## src/rtl/wrr_sched_pkg.sv

```systemverilog
package wrr_sched_pkg;
  localparam int PRIO_N = 4;
  localparam int PRIO_W = $clog2(PRIO_N);
  localparam int SLOT_N = 16;
  localparam int SLOT_W = $clog2(SLOT_N);

  typedef logic [PRIO_W-1:0] prio_t;
  typedef logic [SLOT_W-1:0] slot_t;
endpackage

```

## src/rtl/wrr_slot_table.sv

```systemverilog
module wrr_slot_table
  import wrr_sched_pkg::*;
(
  input  logic  clk_i,
  input  logic  rst_ni,
  input  logic  wr_en_i,
  input  slot_t wr_slot_i,
  input  prio_t wr_prio_i,
  input  logic  adv_i,
  output prio_t cur_prio_o
);
  prio_t tbl_q [SLOT_N];
  slot_t ptr_q;

  always_ff @(posedge clk_i or negedge rst_ni) begin
    if (!rst_ni) begin
      for (int s = 0; s < SLOT_N; s++) tbl_q[s] <= prio_t'(s % PRIO_N);
      ptr_q <= '0;
    end else begin
      if (wr_en_i) tbl_q[wr_slot_i] <= wr_prio_i;
      if (adv_i)   ptr_q <= ptr_q + 1'b1;
    end
  end

  assign cur_prio_o = tbl_q[ptr_q];

  AST_SLOT_PTR_HOLD: assert property (@(posedge clk_i) disable iff (!rst_ni)
    !adv_i |=> $stable(ptr_q));
  AST_SLOT_PTR_STEP: assert property (@(posedge clk_i) disable iff (!rst_ni)
    adv_i |=> ptr_q == slot_t'($past(ptr_q) + 1));
endmodule

```

## src/rtl/wrr_prio_pick.sv

```systemverilog
module wrr_prio_pick
  import wrr_sched_pkg::*;
(
  input  logic [PRIO_N-1:0] ok_i,
  input  prio_t             sched_i,
  output prio_t             pick_o
);
  // slotted priority first, else most urgent eligible
  always_comb begin
    pick_o = sched_i;
    if (!ok_i[sched_i]) begin
      pick_o = '0;
      for (int p = PRIO_N-1; p >= 0; p--) begin
        if (ok_i[p]) pick_o = prio_t'(p);
      end
    end
  end
endmodule

```

## src/rtl/wrr_queue_rr.sv

```systemverilog
module wrr_queue_rr #(
  parameter int NUM_Q = 8,
  localparam int QW = $clog2(NUM_Q)
) (
  input  logic             clk_i,
  input  logic             rst_ni,
  input  logic [NUM_Q-1:0] elig_i,
  input  logic             adv_i,
  output logic             any_o,
  output logic [QW-1:0]    sel_o
);
  logic [QW-1:0] ptr_q;

  // downward scan so the smallest offset from ptr_q wins
  always_comb begin
    any_o = 1'b0;
    sel_o = '0;
    for (int i = NUM_Q-1; i >= 0; i--) begin
      if (elig_i[(int'(ptr_q) + i) % NUM_Q]) begin
        any_o = 1'b1;
        sel_o = QW'((int'(ptr_q) + i) % NUM_Q);
      end
    end
  end

  always_ff @(posedge clk_i or negedge rst_ni) begin
    if (!rst_ni)    ptr_q <= '0;
    else if (adv_i) ptr_q <= (sel_o == QW'(NUM_Q-1)) ? '0 : sel_o + 1'b1;
  end

  AST_RR_HOLD: assert property (@(posedge clk_i) disable iff (!rst_ni)
    !adv_i |=> $stable(ptr_q));
  AST_ADV_NEEDS_ELIG: assert property (@(posedge clk_i) disable iff (!rst_ni)
    adv_i |-> |elig_i);
endmodule

```

## src/rtl/wrr_cell_sched.sv

```systemverilog
module wrr_cell_sched
  import wrr_sched_pkg::*;
#(
  parameter int NUM_Q = 8,
  localparam int QW = $clog2(NUM_Q),
  localparam int NB = NUM_Q * PRIO_N
) (
  input  logic          clk_i,
  input  logic          rst_ni,
  input  logic          req_i,
  input  logic [NB-1:0] empty_i,
  input  logic [NB-1:0] bp_i,
  input  logic          cfg_we_i,
  input  logic [QW-1:0] cfg_q_i,
  input  logic [3:0]    cfg_slot_i,
  input  logic [1:0]    cfg_prio_i,
  output logic          gnt_o,
  output logic [QW-1:0] gnt_q_o,
  output logic [1:0]    gnt_p_o
);
  logic [NB-1:0]    sq_ok;
  logic [NUM_Q-1:0] q_elig;
  prio_t            cur_prio [NUM_Q];
  logic             any_elig;
  logic [QW-1:0]    sel_q;
  logic             take;
  prio_t            pick_p;

  assign sq_ok = ~empty_i & ~bp_i;
  assign take  = req_i & any_elig;

  for (genvar q = 0; q < NUM_Q; q++) begin : g_queue
    assign q_elig[q] = |sq_ok[q*PRIO_N +: PRIO_N];

    wrr_slot_table u_tbl (
      .clk_i      (clk_i),
      .rst_ni     (rst_ni),
      .wr_en_i    (cfg_we_i && (cfg_q_i == QW'(q))),
      .wr_slot_i  (slot_t'(cfg_slot_i)),
      .wr_prio_i  (prio_t'(cfg_prio_i)),
      .adv_i      (take && (sel_q == QW'(q))),
      .cur_prio_o (cur_prio[q])
    );
  end

  wrr_queue_rr #(.NUM_Q(NUM_Q)) u_rr (
    .clk_i  (clk_i),
    .rst_ni (rst_ni),
    .elig_i (q_elig),
    .adv_i  (take),
    .any_o  (any_elig),
    .sel_o  (sel_q)
  );

  wrr_prio_pick u_pick (
    .ok_i    (sq_ok[int'(sel_q)*PRIO_N +: PRIO_N]),
    .sched_i (cur_prio[sel_q]),
    .pick_o  (pick_p)
  );

  always_ff @(posedge clk_i or negedge rst_ni) begin
    if (!rst_ni) begin
      gnt_o   <= 1'b0;
      gnt_q_o <= '0;
      gnt_p_o <= '0;
    end else begin
      gnt_o <= take;
      if (take) begin
        gnt_q_o <= sel_q;
        gnt_p_o <= 2'(pick_p);
      end
    end
  end

  AST_GNT_AFTER_REQ: assert property (@(posedge clk_i) disable iff (!rst_ni)
    gnt_o |-> $past(req_i));
  AST_GNT_ELIGIBLE: assert property (@(posedge clk_i) disable iff (!rst_ni)
    gnt_o |-> |($past(sq_ok) & (NB'(1) << (int'(gnt_q_o)*PRIO_N + int'(gnt_p_o)))));
  AST_IDLE_NO_GNT: assert property (@(posedge clk_i) disable iff (!rst_ni)
    (req_i && !(|sq_ok)) |=> !gnt_o);
endmodule

```

## config.mk

```make
export PLATFORM = sky130hd
export DESIGN_NAME = wrr_cell_sched
export DESIGN_NICKNAME = d
export VERILOG_FILES = /design/src/rtl/wrr_sched_pkg.sv /design/src/rtl/wrr_slot_table.sv /design/src/rtl/wrr_prio_pick.sv /design/src/rtl/wrr_queue_rr.sv /design/src/rtl/wrr_cell_sched.sv
export SDC_FILE = /design/constraint.sdc
export NUM_CORES = 1
export LEC_CHECK = 0
export BUFFER_PORTS_ARGS = -buffer_cell sky130_fd_sc_hd__buf_4
export CAP_MARGIN = 10
export CORE_MARGIN = 10
export CORE_UTILIZATION = 45
export DETAILED_ROUTE_END_ITERATION = 10
export SLEW_MARGIN = 5
export SYNTH_ARGS = -nofsm -noshare
export SYNTH_HDL_FRONTEND = slang
export SYNTH_HIERARCHICAL = 1
export SYNTH_SLANG_ARGS = --single-unit
```

## constraint.sdc

```tcl
create_clock -name clk_i -period 5.68 [get_ports clk_i]
set_input_delay 1.136 -clock clk_i [delete_from_list [all_inputs] [get_ports clk_i]]
set_output_delay 1.136 -clock clk_i [all_outputs]
set_load 0.01 [all_outputs]
```

==> results.sh <==
export IMPL_ff2ff_setup_slack_ps=920
export IMPL_timing_critical_path_slowest_stage_cell="or4_1"
export IMPL_clk_pin_slew_ps=70
export IMPL_antenna_left=0
export IMPL_antenna_cells_inserted=0
export IMPL_drive_gt1_frac=0.443
export IMPL_most_common_layout_cells="mux2_2, dfrtp_1, dfstp_2, nor2_1, buf_4"
export IMPL_grt_antenna_before_repair=1
export IMPL_normalized_max_slew_margin=0.330
export IMPL_route_detailed_drc=0
export IMPL_pin_count_of_the_biggest_net_entering_global_routing=126
export IMPL_ioPinCount=83
export IMPL_row_count=69
export IMPL_cts_repair_resized=0
export IMPL_final_common_cell="mux2_2"
export IMPL_max_freq_ghz=0.199
export IMPL_clockRootBuffer="clkbuf_16"
export IMPL_yosysUniqueCellTypes=61
export IMPL_setup_viol=0
export IMPL_timing_setup_critical_path_class="input port to flip-flop"
export IMPL_chipWidth_um=209
export IMPL_ff_latch_area_um2=7590
export IMPL_status="completed"
export IMPL_global_route_hottest_layer="met2"
export IMPL_worst_hold_startpoint="gnt_q_o[2]"
export IMPL_timing_max_transition_violations_final=0
export IMPL_met3_usage=0.0267
export IMPL_routability_cong=0.871
export IMPL_coreArea_um2=35400
export IMPL_syn_avg_cell_area_um2=13.1
export IMPL_cts_buffers=34
export IMPL_endpoint_kind="flip-flop"
export IMPL_count_of_flip_flops_with_a_built_in_enable_after_synthesis=0
export IMPL_worstReg2RegStart="u_rr/ptr_q[1]"
export IMPL_largest_incremental_delay_on_the_critical_path_ps=660
export IMPL_globalRouteOverflowTotal=0
export IMPL_syn_instance_count=1231
export IMPL_synthesis_nets=1320
export IMPL_min_path_cells=2
export IMPL_numClockSinks=297
export IMPL_initial_core_util=0.455
export IMPL_routedWlPerCell_um=20.9
export IMPL_hold_path_end="gnt_q_o[2]"
export IMPL_grt_pass1_vias=10700
export IMPL_cp_data_required_time_ps=6080
export IMPL_routed_wirelength_um=37700
export IMPL_synth_warning_count=6
export IMPL_avgViaCountPerCell=5.83
export IMPL_critical_path_arrival_ps=5430
export IMPL_postCtsSetupBuffers=0
export IMPL_die_area_um2=43700
export IMPL_clock_tree_buffer_depth=3
export IMPL_seq_area_frac_synth=0.472
export IMPL_crit_path_start_kind="input port"
export IMPL_post_synth_top_area_cell="dfrtp_1"
export IMPL_flow_area_growth_from_synthesis_pct=13.5
export IMPL_leakage_uw=0.00792
export IMPL_final_net_count=1404
export IMPL_setup_repair_after_global_routing_missed_its_margin="no"
export IMPL_mappedNetlistArea_um2=16100
export IMPL_worstRegToRegCells=16
export IMPL_cts_hold_buffers_added=0
export IMPL_maxCapViolations=0
export IMPL_crit_fanout=15
export IMPL_number_of_drc_markers_in_iteration_0=554
export IMPL_total_area_of_multi_input_combinational_cells_um2=8200
export IMPL_postSynthRegisterBits=297
export IMPL_synth_top_cell_area_share=0.263
export IMPL_placed_cells=1740
export IMPL_hold_viol_final=0
export IMPL_final_min_period_over_clock_period=0.885
export IMPL_chipHeight_um=209
export IMPL_grt_use_total=0.170
export IMPL_worst_slew_pin_transition_ps=1000
export IMPL_dr_total_vias=10500
export IMPL_rr_endpoint="gnt_p_o[0]"
export IMPL_grt_pass1_wl_um=60900
export IMPL_clk_latency_ps=520
export IMPL_met2_usage=0.268
export IMPL_drt_first_pass_iters=4
export IMPL_dp_final_hpwl_um=25200
export IMPL_finalSetupTns_ps=0
export IMPL_worst_clock_skew_ps=12.9
export IMPL_path_cells="buf_4 -> nor2_1 -> or4_1 -> mux2_4 -> mux4_2 -> and2_0 -> or3b_1 -> a41oi_2 -> a21oi_2 -> buf_4 -> and2_1 -> a221oi_1 -> a32oi_1 -> mux2_4 -> o32a_1 -> mux2_2"
export IMPL_final_cells=1801
export IMPL_largest_voltage_drop_on_the_vdd_net_uv=257
export IMPL_htreeDepth=2
export IMPL_synth_async_sr_flop_share=1.00
export IMPL_fillerInstances=3080
export IMPL_min_delay_path_class="flip-flop to flip-flop"
export IMPL_cts_tree="yes"
export IMPL_grt_util_met1=0.238
export IMPL_post_synth_main_area_contributors="dfrtp_1, dfstp_2, mux2_2, mux4_2, mux4_1"
export IMPL_port_buffers=82
export IMPL_dominantRegCellSynth="dfrtp_1"
export IMPL_power_density_cell_area_nw_per_um2=425
export IMPL_finalCriticalPeriod_ps=5030
==> power breakdown <==
group	total (µW)	switching [µW]	internal, µW
Sequential	2900	447	2450
Clock	2120	851	1270
Combinational	2740	1330	1410
Total	7760	2630	5130
==> stage by stage <==
| step | power, µW | utilization | hold WS (ps) | area [µm²] | setup WS, ps |
|---|---|---|---|---|---|
| after detailed placement | 5670 | 0.485 | 470 | 17200 | 154 |
| final | 7760 | 0.516 | 488 | 18300 | 655 |
| after CTS | 7840 | 0.516 | 487 | 18300 | 682 |
| after global placement | 5630 | 0.485 | 461 | 17200 | 224 |
| after global routing | 8210 | 0.516 | 510 | 18300 | 438 |
| after floorplan | 4910 | - | 459 | 16100 | 468 |
==> critical path, delay by kind of cell <==
family	cells	cell delay [ps]
simple gates	5	1440
compound gates	5	1100
buf+inv	2	300
mux	4	1420
==> cell type report <==
type                    instances  share of cell area
multi-input cells             872               0.449
flip-flops and latches        297               0.416
repair buffers                102              0.0430
well taps                     461              0.0316
clock inverters                 4             0.00130
clock buffers                  57              0.0580
inverters                       8             0.00164
==> worst max-delay path by stage <==
stage / start / to / slack, ps / cells after the start
final: bp_i[10] / gnt_p_o[0] / 650 / 16
after global placement: bp_i[10] / gnt_p_o[0] / 220 / 16
after global routing: bp_i[10] / gnt_p_o[0] / 440 / 15
after detailed placement: bp_i[10] / gnt_p_o[0] / 150 / 16
after floorplan: empty_i[10] / gnt_p_o[0] / 470 / 14
after CTS: bp_i[10] / gnt_p_o[0] / 680 / 16
==> per-layer routing <==
layer	part of all wire	wire (µm)
met4	0.020	740
met1	0.48	18000
met3	0.038	1420
met5	0	0
met2	0.46	17500
==> Yosys cell counts, types with 5 or more instances <==
library cell and instances:
mux2_2 238, dfrtp_1 169, dfstp_2 128, nor2_1 121, nand2_1 56, mux4_2 43
nand3_1 43, clkbuf_1 39, mux4_1 35, nand3b_1 32, mux2_4 21, nand2b_1 21
a22oi_1 19, nor3b_1 19, xnor2_1 19, nor2b_1 18, or3_1 17, mux2_1 16
nor3_1 15, ha_1 12, a21oi_1 11, mux2i_1 11, o21ai_0 11, buf_6 10
and3_1 9, nand4_1 9, inv_1 8, or3_4 8, xor2_1 8, nor4_1 5
o21bai_1 5
==> state kept, by name, summed over array words and instances (netlist names) <==
signal / count
gnt_p_o: 2
g_queue.u_tbl/ptr_q: 32
g_queue.u_tbl/tbl_q: 256
gnt_q_o: 3
u_rr/ptr_q: 3
gnt_o: 1
==> logic make-up after synthesis <==
logic type      share of synthesized area
simple gates                        0.126
mux                                 0.322
flops                               0.472
compound gates                     0.0363
buf+inv                            0.0197
xor+xnor                           0.0147
fa+ha+maj                         0.00933
(Power assumes the default switching activity.)
